===== src/rtl/swd_pkg.sv =====
package swd_pkg;

  typedef enum logic [2:0] {
    PH_RECOVER = 3'd0,
    PH_ARMED   = 3'd1,
    PH_ACK     = 3'd2,
    PH_SETUP   = 3'd3,
    PH_READY   = 3'd4
  } phase_e;

  function automatic int max3(input int a, input int b, input int c);
    int m;
    m = (a > b) ? a : b;
    return (m > c) ? m : c;
  endfunction

endpackage


===== src/rtl/swd_low_watch.sv =====
module swd_low_watch #(
  parameter int RESET_CYC = 480,
  parameter int DSCHG_CYC = 1500
) (
  input  logic clk,
  input  logic rst,
  input  logic line_lvl,
  input  logic busy,
  input  logic hold_off,
  output logic bus_rst
);
  localparam int CW = $clog2(DSCHG_CYC + 1);
  localparam logic [CW-1:0] IDLE_LIM = CW'(RESET_CYC - 1);
  localparam logic [CW-1:0] BUSY_LIM = CW'(DSCHG_CYC - 1);

  logic [CW-1:0] low_cnt;
  logic [CW-1:0] lim;
  logic          fired;
  logic          counting;

  // the line is not counted while this device itself pulls it low
  assign counting = !line_lvl && !hold_off;
  assign lim      = busy ? BUSY_LIM : IDLE_LIM;
  assign bus_rst  = counting && !fired && (low_cnt >= lim);

  always_ff @(posedge clk) begin
    if (rst) begin
      low_cnt <= '0;
      fired   <= 1'b0;
    end else if (!counting) begin
      low_cnt <= '0;
      fired   <= 1'b0;
    end else begin
      if (low_cnt < BUSY_LIM) low_cnt <= low_cnt + 1'b1;
      if (bus_rst) fired <= 1'b1;
    end
  end

  // one unbroken low produces a single reset event
  assert_single_event_R4: assert property (@(posedge clk) disable iff (rst)
    bus_rst |=> !bus_rst);

endmodule


===== src/rtl/swd_phase_ctl.sv =====
module swd_phase_ctl
  import swd_pkg::*;
#(
  parameter int RRT_CYC  = 80,
  parameter int DACK_CYC = 40,
  parameter int HTSS_CYC = 150
) (
  input  logic   clk,
  input  logic   rst,
  input  logic   line_lvl,
  input  logic   bus_rst,
  output phase_e phase,
  output logic   drive_low,
  output logic   ready
);
  localparam int MAXC = max3(RRT_CYC, DACK_CYC, HTSS_CYC);
  localparam int PW   = $clog2(MAXC + 1);
  localparam logic [PW-1:0] RRT_LIM  = PW'(RRT_CYC - 1);
  localparam logic [PW-1:0] DACK_LIM = PW'(DACK_CYC - 1);
  localparam logic [PW-1:0] HTSS_LIM = PW'(HTSS_CYC - 1);

  logic [PW-1:0] cnt;

  always_ff @(posedge clk) begin
    if (rst || bus_rst) begin
      phase     <= PH_RECOVER;
      cnt       <= '0;
      drive_low <= 1'b0;
      ready     <= 1'b0;
    end else begin
      case (phase)
        PH_RECOVER: begin
          if (!line_lvl) begin
            cnt <= '0;
          end else if (cnt == RRT_LIM) begin
            phase <= PH_ARMED;
            cnt   <= '0;
          end else begin
            cnt <= cnt + 1'b1;
          end
        end
        PH_ARMED: begin
          if (!line_lvl) begin
            phase     <= PH_ACK;
            drive_low <= 1'b1;
            cnt       <= '0;
          end
        end
        PH_ACK: begin
          if (cnt == DACK_LIM) begin
            phase     <= PH_SETUP;
            drive_low <= 1'b0;
            cnt       <= '0;
          end else begin
            cnt <= cnt + 1'b1;
          end
        end
        PH_SETUP: begin
          if (!line_lvl) begin
            cnt <= '0;
          end else if (cnt == HTSS_LIM) begin
            phase <= PH_READY;
            ready <= 1'b1;
            cnt   <= '0;
          end else begin
            cnt <= cnt + 1'b1;
          end
        end
        PH_READY: begin
          cnt <= '0;
        end
        default: begin
          phase     <= PH_RECOVER;
          cnt       <= '0;
          drive_low <= 1'b0;
          ready     <= 1'b0;
        end
      endcase
    end
  end

  // an acknowledge only starts from the armed phase on a sampled low
  assert_ack_from_armed_R5: assert property (@(posedge clk) disable iff (rst)
    $rose(drive_low) |-> ($past(phase) == PH_ARMED) && !$past(line_lvl));

  // the acknowledge counter never runs past its limit
  assert_ack_bounded_R6: assert property (@(posedge clk) disable iff (rst)
    (phase == PH_ACK) |-> (cnt <= DACK_LIM) && drive_low);

  // ready comes only out of setup after a high sample
  assert_ready_after_high_R7: assert property (@(posedge clk) disable iff (rst)
    $rose(ready) |-> ($past(phase) == PH_SETUP) && $past(line_lvl));

  // no pull-down while ready
  assert_quiet_when_ready_R9: assert property (@(posedge clk) disable iff (rst)
    ready |-> !drive_low);

endmodule


===== src/rtl/swd_dev_state.sv =====
module swd_dev_state (
  input  logic clk,
  input  logic rst,
  input  logic bus_rst,
  input  logic ready,
  input  logic std_speed_req,
  output logic ptr_clear,
  output logic high_speed
);
  always_ff @(posedge clk) begin
    if (rst) begin
      ptr_clear  <= 1'b1;
      high_speed <= 1'b1;
    end else begin
      ptr_clear <= bus_rst;
      if (bus_rst)                     high_speed <= 1'b1;
      else if (ready && std_speed_req) high_speed <= 1'b0;
    end
  end

  // the speed flag only falls on a request accepted while ready
  assert_speed_drop_R8: assert property (@(posedge clk) disable iff (rst)
    $fell(high_speed) |-> $past(ready) && $past(std_speed_req));

endmodule


===== src/rtl/swi_discovery_responder.sv =====
module swi_discovery_responder
  import swd_pkg::*;
#(
  parameter int RESET_CYC = 480,
  parameter int DSCHG_CYC = 1500,
  parameter int RRT_CYC   = 80,
  parameter int DACK_CYC  = 40,
  parameter int HTSS_CYC  = 150
) (
  input  logic clk,
  input  logic rst,
  input  logic line_lvl,
  input  logic busy,
  input  logic std_speed_req,
  output logic drive_low,
  output logic ptr_clear,
  output logic high_speed,
  output logic ready
);
  phase_e phase;
  logic   bus_rst;
  logic   in_ack;

  assign in_ack = (phase == PH_ACK);

  swd_low_watch #(
    .RESET_CYC (RESET_CYC),
    .DSCHG_CYC (DSCHG_CYC)
  ) u_low_watch (
    .clk      (clk),
    .rst      (rst),
    .line_lvl (line_lvl),
    .busy     (busy),
    .hold_off (in_ack),
    .bus_rst  (bus_rst)
  );

  swd_phase_ctl #(
    .RRT_CYC  (RRT_CYC),
    .DACK_CYC (DACK_CYC),
    .HTSS_CYC (HTSS_CYC)
  ) u_phase_ctl (
    .clk       (clk),
    .rst       (rst),
    .line_lvl  (line_lvl),
    .bus_rst   (bus_rst),
    .phase     (phase),
    .drive_low (drive_low),
    .ready     (ready)
  );

  swd_dev_state u_dev_state (
    .clk           (clk),
    .rst           (rst),
    .bus_rst       (bus_rst),
    .ready         (ready),
    .std_speed_req (std_speed_req),
    .ptr_clear     (ptr_clear),
    .high_speed    (high_speed)
  );

  // a pointer clear pulse is always caused by a low line
  assert_clear_from_low_R2: assert property (@(posedge clk) disable iff (rst)
    $rose(ptr_clear) |-> !$past(line_lvl));

  // a bus reset leaves the device unready and in high-speed mode
  assert_clear_state_R4: assert property (@(posedge clk) disable iff (rst)
    ptr_clear |-> high_speed && !ready && !drive_low);

endmodule


===== config.mk =====
export PLATFORM = sky130hd
export DESIGN_NAME = swi_discovery_responder
export DESIGN_NICKNAME = d
export VERILOG_FILES = /design/src/rtl/swd_pkg.sv /design/src/rtl/swd_low_watch.sv /design/src/rtl/swd_phase_ctl.sv /design/src/rtl/swd_dev_state.sv /design/src/rtl/swi_discovery_responder.sv
export SDC_FILE = /design/constraint.sdc
export NUM_CORES = 1
export LEC_CHECK = 0
export CORE_MARGIN = 3
export CORE_UTILIZATION = 40
export CTS_CLUSTER_SIZE = 10
export DETAILED_ROUTE_END_ITERATION = 16
export RECOVER_POWER = 50
export SYNTH_ARGS = -nofsm -noshare
export SYNTH_HDL_FRONTEND = slang
export SYNTH_HIERARCHICAL = 1
export SYNTH_SLANG_ARGS = --single-unit

===== constraint.sdc =====
create_clock -name clk -period 2.8 [get_ports clk]
set_clock_uncertainty 0.2 [all_clocks]
set_input_delay 0.56 -clock clk [delete_from_list [all_inputs] [get_ports clk]]
set_output_delay 0.56 -clock clk [all_outputs]
set_load 0.05 [all_outputs]

# Word-level counts from Yosys, hierarchy flattened
# Cells that the tools add are included.
# word_totals
inputBits	5
out_inout_bits	4
register_bits	27
# op_classes
n_reduce_logical	16
addsub	2
order_cmp	2
mux	21
n_bitwise	4
n_eq_ne	13
# op_table
cell	count
$mux W8	6
$pmux W8 S4	1
$mux W3	6
$pmux W3 S5	1
$add A11 B1 Y11 const B	1
$ge A11 B11 Y1	1
$lt A11 B11 Y1 const B	1
$mux W11	1
$add A8 B1 Y8 const B	1
$eq A8 B6 Y1 const B	1
$eq A8 B7 Y1 const B	1
$eq A8 B8 Y1 const B	1
$reduce_and A7 Y1	1
$eq A3 B2 Y1 const B	2
$ne A2 B1 Y1 const B	3
$ne A2 B2 Y1 const B	3
$reduce_and A3 Y1	2
$logic_and A1 B1 Y1	4
$mux W1	4
$not A1 Y1	4
$reduce_or A2 Y1	2
$reduce_or A4 Y1	1
$eq A3 B1 Y1 const B	1
$eq A3 B3 Y1 const B	1
other kinds (6)	8

# Depth between registers and ports, before layout
# Gate-level depths: netlist (run 1).
# depth
depth_word	6
depth_mapped	9
mapped_depth_nobuf	9

# Cells and area by module
# The synthesis (run 1) kept the hierarchy.
# modules_own_cells
mod	seq_area_each_um2	cells_each	area_per_inst_um2	instances
swd_phase_ctl	260.2	99	845.8	1
swd_low_watch	240.2	78	678.2	1
swd_dev_state	40.0	5	60.1	1
swi_discovery_responder	0.0	1	12.5	1

# Worst setup path before layout (run 1)
# No wires, ideal clock.
# synth_path
path_kind	input to register
start	input busy
end	register u_phase_ctl.phase[0]
setup_slack_ps	619
cell_stages	9
t_required_ps	2509
arrival_time_ps	1890
path_cell_list	ha_1 -> inv_1 -> o21ai_1 -> a41oi_1 -> nor4_1 -> or2_2 -> nor2_1 -> o41ai_1 -> a311oi_1
# synth_via
elab_chain_cells	4
# synth_rtl
element	line_no	text
start: declaration	swi_discovery_responder.sv:13	input logic busy,
$mux W11	swd_low_watch.sv:23	assign lim = busy ? BUSY_LIM : IDLE_LIM;
$ge A11 B11 Y1	swd_low_watch.sv:24	assign bus_rst = counting && !fired && (low_cnt >= lim);
$logic_and A1 B1 Y1	swd_low_watch.sv:24	
named net bus_rst	swi_discovery_responder.sv:21	logic bus_rst;
$logic_or A1 B1 Y1	swd_phase_ctl.sv:25	if (rst || bus_rst) begin
end signal: assignment	swd_phase_ctl.sv:26	phase <= PH_RECOVER;
end signal: assignment	swd_phase_ctl.sv:36	phase <= PH_ARMED;
end signal: assignment	swd_phase_ctl.sv:44	phase <= PH_ACK;
end: declaration	swd_phase_ctl.sv:12	output phase_e phase,
# The timed path passes the listed nets, and every way through them passes these cells.
# A chain may end at the register's enable or synchronous reset.

# Final worst setup path (run 1)
# Same ends and word-level chain as after synthesis.

==> impl_metrics.ini, run 1 <==
[outcome]
status = finished, final reports clean

[clock_tree]
cts_hold_buf = 0
post-cts-setup-buffers = 0
cts_tree = built
cts.htree.levels = 1
clock_latency_ps = 270
post_cts_resized = 0
root_buffer = clkbuf_8
numClockSinks = 27
cts-buffers-inserted = 3
clk_path_buf_depth = 2
clk_pin_slew_ps = 90

[timing]
slew_headroom = 0.635
fmax_ghz = 0.381
drv_slew = 0
hold_viol_final = 0
finalCritPeriodShare = 0.937
rsz0062_at_grt = false
tightest_slew_ps = 546
setup_viol = 0
min_period_ps = 2620
totalNegativeSetupSlack_ps = 0

[yosys]
syn_area_mm2 = 0.00160
yosysWarningCount = 6
synth.distinct_cells = 51
ys.flop_type = dfxtp_1
ys_ff_latch = 27
async_flop_share = 0
ys_seq_area_frac = 0.339
synth_edf_count = 0
avgSynthCellArea_um2 = 8.72
synthCells = 183
syn_nets = 193

[drt]
dr.pass1.iters = 4
drt_iter0_markers = 92
ant_nets = 0
wire_per_inst_um = 13.8
wl_um = 3320
vias = 1343
drc = 0
viasPerCell = 5.57

[global_routing]
grt_pass1_vias = 1288
global_route.usage.total = 0.145
antenna_found_initial = 0
grt_overflow_total = 0
grt_pass1_wl_um = 5800
grt_max_degree = 16

[floorplanning]
core_mm2 = 0.00374
rows = 22
die-area_mm2 = 0.00479
ios = 9
die_h_um = 69.2
initial_core_util = 0.426
chipWidth_um = 69.2

[placed_design]
dp_hpwl_um = 2430
io_buffers = 8
place_area_mm2 = 0.00175
gp_congestion = 0.951

[critical_path]
worstPathArrival_ps = 2600
reg2reg_slack_ps = 490
cp-endpoint = u_phase_ctl/phase[0]$_SDFFE_PP0P_
reg2reg_to = u_phase_ctl/phase[0]$_SDFFE_PP0P_
cp-startpoint = busy
critPathMaxFanout = 3
start_kind = primary input
r2r-start = u_low_watch/low_cnt[0]$_SDFFE_PP0N_
crit_type = in2reg
critPathCaptureType = flop
required_ps = 2770
reg2regPathDepth = 9

[pwr]
cellInternalPower_mw = 0.510
vdd_drop_max_uv = 355
powerDensity_mw_per_mm2 = 367
switchingPower_mw = 0.147
pwr-share-clk = 0.331
seqPwrFrac = 0.598
power.share.switching = 0.224
comb_power_share = 0.071
p_leak_nw = 0.593

[cells_and_area]
layout.area.seq_um2 = 541
antenna_cells = 0
area.growth.synth_to_final_pct = 12.0
nets = 204
fin_area_mm2 = 0.00179
fill_cells = 384
multi_input_area_um2 = 992
drive_gt1_frac = 0.119

[min_path]
hp-class = reg2reg

[run]
max_cap_violations = 0
[worst max-delay path, stage by stage]
cell and delay, ps:
clkdlybuf4s50_1 430, ha_1 300, inv_1 50, o21ai_1 60, a41oi_1 230, nor4_1 90
or2_2 360, nor2_1 130, o41ai_1 110, a311oi_1 280
[cell usage in the layout (no fill, tap or decap), types with 3 or more instances in the layout]
cell             instances
a211oi_1                 4
a21oi_1                  9
a221oi_1                 3
a31oi_1                  4
clkbuf_8                 3
clkdlybuf4s50_1          5
dfxtp_1                 27
dlygate4sd3_1            3
ha_1                     5
inv_1                    7
mux2i_1                  5
nand2_1                 19
nand2b_1                 4
nand3_1                  8
nor2_1                  17
nor3_1                   9
nor4_1                   6
xnor2_1                  6
[registers in the layout (all words and copies together), names as in the netlist]
name and cells:
u_dev_state/ptr_clear 1, u_phase_ctl/phase 3, u_dev_state/high_speed 1, u_phase_ctl/ready 1, u_phase_ctl/cnt 8, u_low_watch/fired 1, u_phase_ctl/drive_low 1, u_low_watch/low_cnt 11
[worst min-delay path by stage]
stage                                               end  slack (ps)                                start  depth (start not counted)
floorplan                u_low_watch/fired$_SDFFE_PP0P_         230       u_low_watch/fired$_SDFFE_PP0P_                          2
global placement    u_dev_state/high_speed$_SDFFE_PP1P_         240  u_dev_state/high_speed$_SDFFE_PP1P_                          1
detailed placement  u_dev_state/high_speed$_SDFFE_PP1P_         240  u_dev_state/high_speed$_SDFFE_PP1P_                          1
CTS                      u_low_watch/fired$_SDFFE_PP0P_         260       u_low_watch/fired$_SDFFE_PP0P_                          2
global route        u_dev_state/high_speed$_SDFFE_PP1P_         290  u_dev_state/high_speed$_SDFFE_PP1P_                          1
finish              u_dev_state/high_speed$_SDFFE_PP1P_         260  u_dev_state/high_speed$_SDFFE_PP1P_                          1
[per-stage QoR]
stage / setup WS (ps) / util / instances / hold slack, ps / power (mW)
4_1_cts: 205 / 0.480 / 241 / 258 / 0.672
6_report: 175 / 0.478 / 241 / 256 / 0.657
5_1_grt: 96.8 / 0.478 / 241 / 291 / 0.693
3_3_place_gp: 67.7 / 0.468 / 237 / 238 / 0.449
2_1_floorplan: 619 / - / 183 / 226 / 0.428
3_5_place_dp: -79.3 / 0.468 / 237 / 243 / 0.451
[cell families (layout without fill, tap and decap cells)]
logic type	Yosys count	count (layout)	share of synthesized area
multiplexers	6	6	0.0384
AO/OA/AOI/OAI	44	44	0.230
buffers and inverters	14	24	0.0384
XOR/XNOR	6	6	0.0329
AND/OR/NAND/NOR	81	81	0.283
adder cells (fa/ha/maj)	5	5	0.0392
flip-flops	27	27	0.339
[area by class of cell]
cell class,count,area share
inverters,7,0.0147
multi-input cells,142,0.555
flip-flops and latches,27,0.302
clock buffers,3,0.0231
repair buffers,13,0.0686
clock inverters,1,0.00280
well taps,48,0.0336
[Yosys cell counts, types with 2 or more instances]
| library cell | number | share of area |
|---|---|---|
| dfxtp_1 | 27 | 0.34 |
| nand2_1 | 19 | 0.045 |
| nor2_1 | 17 | 0.040 |
| a21oi_1 | 9 | 0.028 |
| nor3_1 | 9 | 0.028 |
| nand3_1 | 8 | 0.025 |
| inv_1 | 7 | 0.016 |
| nor4_1 | 6 | 0.024 |
| xnor2_1 | 6 | 0.033 |
| ha_1 | 5 | 0.039 |
| mux2i_1 | 5 | 0.031 |
| a211oi_1 | 4 | 0.019 |
| a31oi_1 | 4 | 0.016 |
| buf_2 | 4 | 0.013 |
| nand2b_1 | 4 | 0.016 |
| a221oi_1 | 3 | 0.016 |
| a211oi_2 | 2 | 0.016 |
| a21o_1 | 2 | 0.0094 |
| and3_1 | 2 | 0.0078 |
| clkbuf_1 | 2 | 0.0047 |
| nor2b_1 | 2 | 0.0078 |
| nor4b_2 | 2 | 0.019 |
| o21a_1 | 2 | 0.0094 |
| o21ai_0 | 2 | 0.0063 |
| o21ai_1 | 2 | 0.0063 |
| o21bai_1 | 2 | 0.0094 |
| or3_1 | 2 | 0.0078 |
[power by group through the flow]
stage | logic (mW) | registers (mW) | clock network [mW]
finish | 0.0469 | 0.393 | 0.217
global route | 0.0519 | 0.394 | 0.248
CTS | 0.0495 | 0.393 | 0.230
detailed placement | 0.0490 | 0.402 | 0
global placement | 0.0477 | 0.401 | 0
floorplan | 0.0251 | 0.403 | 0
[metal layers]
metal | routed length [um] | vias to the layer above | track usage | share of wire
li1 | - | 699 | - | -
met1 | 1700 | 610 | 0.189 | 0.51
met2 | 1430 | 30 | 0.230 | 0.43
met3 | 146 | 4 | 0.0391 | 0.044
met4 | 46 | 0 | 0.0477 | 0.014
met5 | 0 | - | 0 | 0
(Power assumes the default switching activity.)
==> run 2: changes to the inputs <==
CORE_ASPECT_RATIO = 1.4   (was default)
==> run 2 against run 1 <==
Flip-flop and latch count unchanged; sequential share of layout area grew 0.17 points; power increased by 0.44%; clock power grew 2%; critical path depth unchanged; final cell count decreased by 2.1%; non-clock buffer count up 1; clock-buffer cell count unchanged; critical path type unchanged; critical endpoint unchanged.
==> impl_metrics.ini, run 2 (synthesis results as in run 1) <==
[outcome]
status = finished, final reports clean

[critical_path]
critPathCaptureType = flop
cp_slowest_cell = clkdlybuf4s50_1
worstPathArrival_ps = 2520
start_kind = primary input
worst-path-buf-inv = 2
path_cells = clkdlybuf4s50_1 -> ha_1 -> inv_1 -> o21ai_1 -> a41oi_1 -> nor4_1 -> or2_2 -> nor2_1 -> o41ai_1 -> a311oi_1
required_ps = 2790
crit_type = in2reg
critical_path.top_delay_family = compound AO/OA/AOI/OAI gates
critPathMaxFanout = 6
cp_slowest_stage_delay_ps = 440

[drt]
vias = 1400
dr.pass1.iters = 4
wire_per_inst_um = 14.6
drc = 0
ant_nets = 0
drt_iter0_markers = 82
wl_um = 3440
viasPerCell = 5.93

[floorplanning]
core_mm2 = 0.00374
die-area_mm2 = 0.00480
chipWidth_um = 59.4
rows = 26
die_h_um = 80.8
initial_core_util = 0.427
ios = 9

[global_routing]
grt_pass1_wl_um = 6030
grt_max_degree = 16
antenna_found_initial = 0
grt_pass1_vias = 1347
global_route.usage.total = 0.159
grt_overflow_total = 0

[clock_tree]
cts_tree = built
clock_latency_ps = 270
cts_hold_buf = 0
clk_path_buf_depth = 2
post-cts-setup-buffers = 0
root_buffer = clkbuf_8
post_cts_resized = 0
clk_pin_slew_ps = 90
cts.htree.levels = 1
cts-buffers-inserted = 3
numClockSinks = 27

[cells_and_area]
nets = 205
layout_common_cells = dfxtp_1, nand2_1, nor2_1
final_cells = 236
largest_reg_flops = 11
antenna_cells = 0
final_common_cell = dfxtp_1
area.growth.synth_to_final_pct = 11.4
top_register = u_low_watch/low_cnt
drive_gt1_frac = 0.124
top_regs = u_low_watch/low_cnt: 11 flops, u_phase_ctl/cnt: 8 flops, u_phase_ctl/phase: 3 flops
fin_area_mm2 = 0.00178

[placed_design]
dp_hpwl_um = 2540
place_area_mm2 = 0.00174
io_buffers = 8
gp_congestion = 0.864
placed_cells = 232

[timing]
slew_headroom = 0.631
rsz0062_at_grt = false
fin_hold_ws_ps = 251
finalCritPeriodShare = 0.905
min_period_ps = 2530
totalNegativeSetupSlack_ps = 0
tightest_slew_ps = 552
drv_slew = 0
hold_viol_final = 0
setup_viol = 0
fmax_ghz = 0.395

[pwr]
design_power_total_mw = 0.660
vdd_drop_max_uv = 230
p_leak_nw = 0.598
powerDensity_mw_per_mm2 = 371

[run]
max_cap_violations = 0

[min_path]
hp-class = reg2reg
-- run 2: cell types whose count changed in the layout (fill, tap and decap cells not counted), sizes merged --
cell           delta
dlygate4sd3       +1
buf               +1
clkdlybuf4s50     -1
-- run 2: where the power goes --
group,switching (mW),internal (mW)
clock,0.121,0.0997
sequential,0.00498,0.388
combinational,0.0248,0.0210
total,0.151,0.509
-- run 2: metal layers --
metal,GRT usage,wire (um),vias up
li1,-,-,697
met1,0.180,1460,653
met2,0.284,1750,37
met3,0.0238,117,13
met4,0.0748,106,0
met5,0,0,-
-- run 2: stage by stage --
stage | setup slack, ps | utilization
final | 267 | 0.475
after global routing | 56.0 | 0.475
after CTS | 274 | 0.477
after detailed placement | -27.0 | 0.465
after global placement | 53.3 | 0.465
after floorplan | 619 | -
-- run 2: final timing paths --
| kind | startpoint | endpoint | slack [ps] | cells past startpoint |
|---|---|---|---|---|
| worst max register to register | u_low_watch/low_cnt[0]$_SDFFE_PP0N_ | u_phase_ctl/phase[0]$_SDFFE_PP0P_ | 580 | 9 |
| worst max-delay path | busy | u_phase_ctl/phase[0]$_SDFFE_PP0P_ | 270 | 10 |
| worst min-delay path | u_low_watch/fired$_SDFFE_PP0P_ | u_low_watch/fired$_SDFFE_PP0P_ | 250 | 2 |
| worst min register to register | u_low_watch/fired$_SDFFE_PP0P_ | u_low_watch/fired$_SDFFE_PP0P_ | 250 | 2 |
-- run 2: layout make-up --
class / count / area [um2]
flip-flops and latches: 27 / 541
repair buffers: 14 / 118
clock inverters: 1 / 5.00
clock buffers: 3 / 41.3
inverters: 7 / 26.3
well taps: 42 / 52.6
fillers: 362 / 1960
multi-input cells: 142 / 995
-- run 2: worst reg2reg max path, delay by kind of cell, from the launching register on --
| kind | cells | cell delay, ps |
|---|---|---|
| compound gates | 5 | 760 |
| fa+ha+maj | 1 | 250 |
| flops | 1 | 370 |
| simple gates | 3 | 550 |
==> run 3: changes to the inputs <==
PLACE_DENSITY = 0.64   (was default)
==> run 3 against run 2 <==
Setup slack worse by 14 ps; fmax is 0.54% lower; non-clock buffer count is 3 lower; critical path type unchanged.
==> impl_metrics.ini, run 3 (synthesis results as in run 1) <==
[outcome]
status = finished, final reports clean

[critical_path]
critPathMaxFanout = 12
required_ps = 2770
worstPathArrival_ps = 2520
r2r-start = u_phase_ctl/phase[0]$_SDFFE_PP0P_
cp_slowest_stage_delay_ps = 420
cp_slowest_cell = clkdlybuf4s50_1
crit_type = in2reg
critPathCaptureType = flop
reg2reg_to = u_low_watch/low_cnt[8]$_SDFFE_PP0N_
reg2regPathDepth = 5
crit_top_cell = nor4_1
path_cells = clkdlybuf4s50_1 -> ha_1 -> nor3_1 -> o21ai_1 -> a41oi_1 -> nor4_1 -> or2_2 -> buf_12 -> nor4_1
reg2reg_slack_ps = 560
start_kind = primary input

[drt]
dr.pass1.iters = 5
vias = 1366
drt_iter0_markers = 72
viasPerCell = 5.86
wire_per_inst_um = 14.5
drc = 0
wl_um = 3380
ant_nets = 0

[timing]
rsz0062_at_grt = false
fin_hold_ws_ps = 257
tightest_slew_ps = 925
drv_slew = 0
slew_headroom = 0.378
totalNegativeSetupSlack_ps = 0
fmax_ghz = 0.393
setup_viol = 0
min_period_ps = 2550
finalCritPeriodShare = 0.910
hold_viol_final = 0

[clock_tree]
clk_path_buf_depth = 2
root_buffer = clkbuf_8
cts-buffers-inserted = 3
clk_pin_slew_ps = 90
cts_hold_buf = 0
post-cts-setup-buffers = 0
post_cts_resized = 0
cts.htree.levels = 1
cts_tree = built
numClockSinks = 27
clock_latency_ps = 270

[floorplanning]
chipWidth_um = 59.4
initial_core_util = 0.427
die_h_um = 80.8
rows = 26
ios = 9
core_mm2 = 0.00374
die-area_mm2 = 0.00480

[cells_and_area]
final_cells = 233
area.growth.synth_to_final_pct = 10.5
drive_gt1_frac = 0.110
top_regs = u_low_watch/low_cnt: 11 flops, u_phase_ctl/cnt: 8 flops, u_phase_ctl/phase: 3 flops
fill_cells = 356
layout_common_cells = dfxtp_1, nand2_1, nor2_1
postLayoutCoreUtil = 0.472
top_register = u_low_watch/low_cnt
final_common_cell = dfxtp_1
largest_reg_flops = 11
nets = 202
antenna_cells = 0

[min_path]
hold_end = u_low_watch/fired$_SDFFE_PP0P_
hp-class = reg2reg
hold_depth = 2
holdCritStartpoint = u_low_watch/fired$_SDFFE_PP0P_

[pwr]
p_leak_nw = 0.589
design_power_total_mw = 0.656
vdd_drop_max_uv = 248
powerDensity_mw_per_mm2 = 372

[global_routing]
antenna_found_initial = 0
top_usage_layer = met2
use_met1 = 0.170
grt_pass1_vias = 1391
grt_pass1_wl_um = 5850
grt_overflow_total = 0
global_route.usage.total = 0.152
use_met2 = 0.272
grt_max_degree = 16
grtUsageMet3 = 0.0238

[run]
max_cap_violations = 0

[placed_design]
dp_hpwl_um = 2530
io_buffers = 8
placed_cells = 229
gp_congestion = 0.869
==> run 3: power breakdown <==
| part | switching, mW | total [mW] | leakage, nW | internal [mW] |
|---|---|---|---|---|
| clock | 0.119 | 0.218 | 0.0255 | 0.0995 |
| sequential | 0.00471 | 0.393 | 0.218 | 0.388 |
| combinational | 0.0243 | 0.0455 | 0.345 | 0.0212 |
| total | 0.147 | 0.656 | 0.589 | 0.509 |
==> run 3: final cells by class <==
| class | instances | area [um2] | area share |
|---|---|---|---|
| clock buffer | 3 | 41.3 | 0.0234 |
| clock inverter | 1 | 5.00 | 0.00284 |
| inverter | 7 | 26.3 | 0.0149 |
| multi-input combinational | 142 | 987 | 0.560 |
| sequential | 27 | 541 | 0.306 |
| tap | 42 | 52.6 | 0.0298 |
| timing repair buffer | 11 | 111 | 0.0631 |
==> run 3: metal layers <==
metal / routed length (um) / vias up
met5: 0 / -
met4: 23 / 0
met3: 70 / 4
met2: 1880 / 17
met1: 1410 / 654
li1: - / 691
==> run 3: how the worst max path moves through the flow <==
stage / slack (ps) / from / depth (start not counted) / to
finish: 250 / busy / 9 / u_phase_ctl/cnt[4]$_SDFFE_PP0P_
global route: 80 / busy / 9 / u_phase_ctl/cnt[4]$_SDFFE_PP0P_
CTS: 260 / busy / 10 / u_phase_ctl/phase[0]$_SDFFE_PP0P_
detailed placement: -20 / busy / 10 / u_phase_ctl/phase[0]$_SDFFE_PP0P_
global placement: 60 / busy / 9 / u_phase_ctl/cnt[4]$_SDFFE_PP0P_
floorplan: 620 / busy / 9 / u_phase_ctl/phase[0]$_SDFFE_PP0P_
==> run 3: stage by stage <==
stage | instance area (um2) | worst slack [ps]
after floorplan | 1600 | 619
final | 1760 | 253
after global routing | 1760 | 81.2
after global placement | 1730 | 61.1
after CTS | 1780 | 260
after detailed placement | 1730 | -15.0
==> run 3: critical path: cells and delay by family <==
kind                     cells  cell delay [ps]
buffers and inverters        2              580
adder cells (fa/ha/maj)      1              200
AO/OA/AOI/OAI                2              340
AND/OR/NAND/NOR              4              830
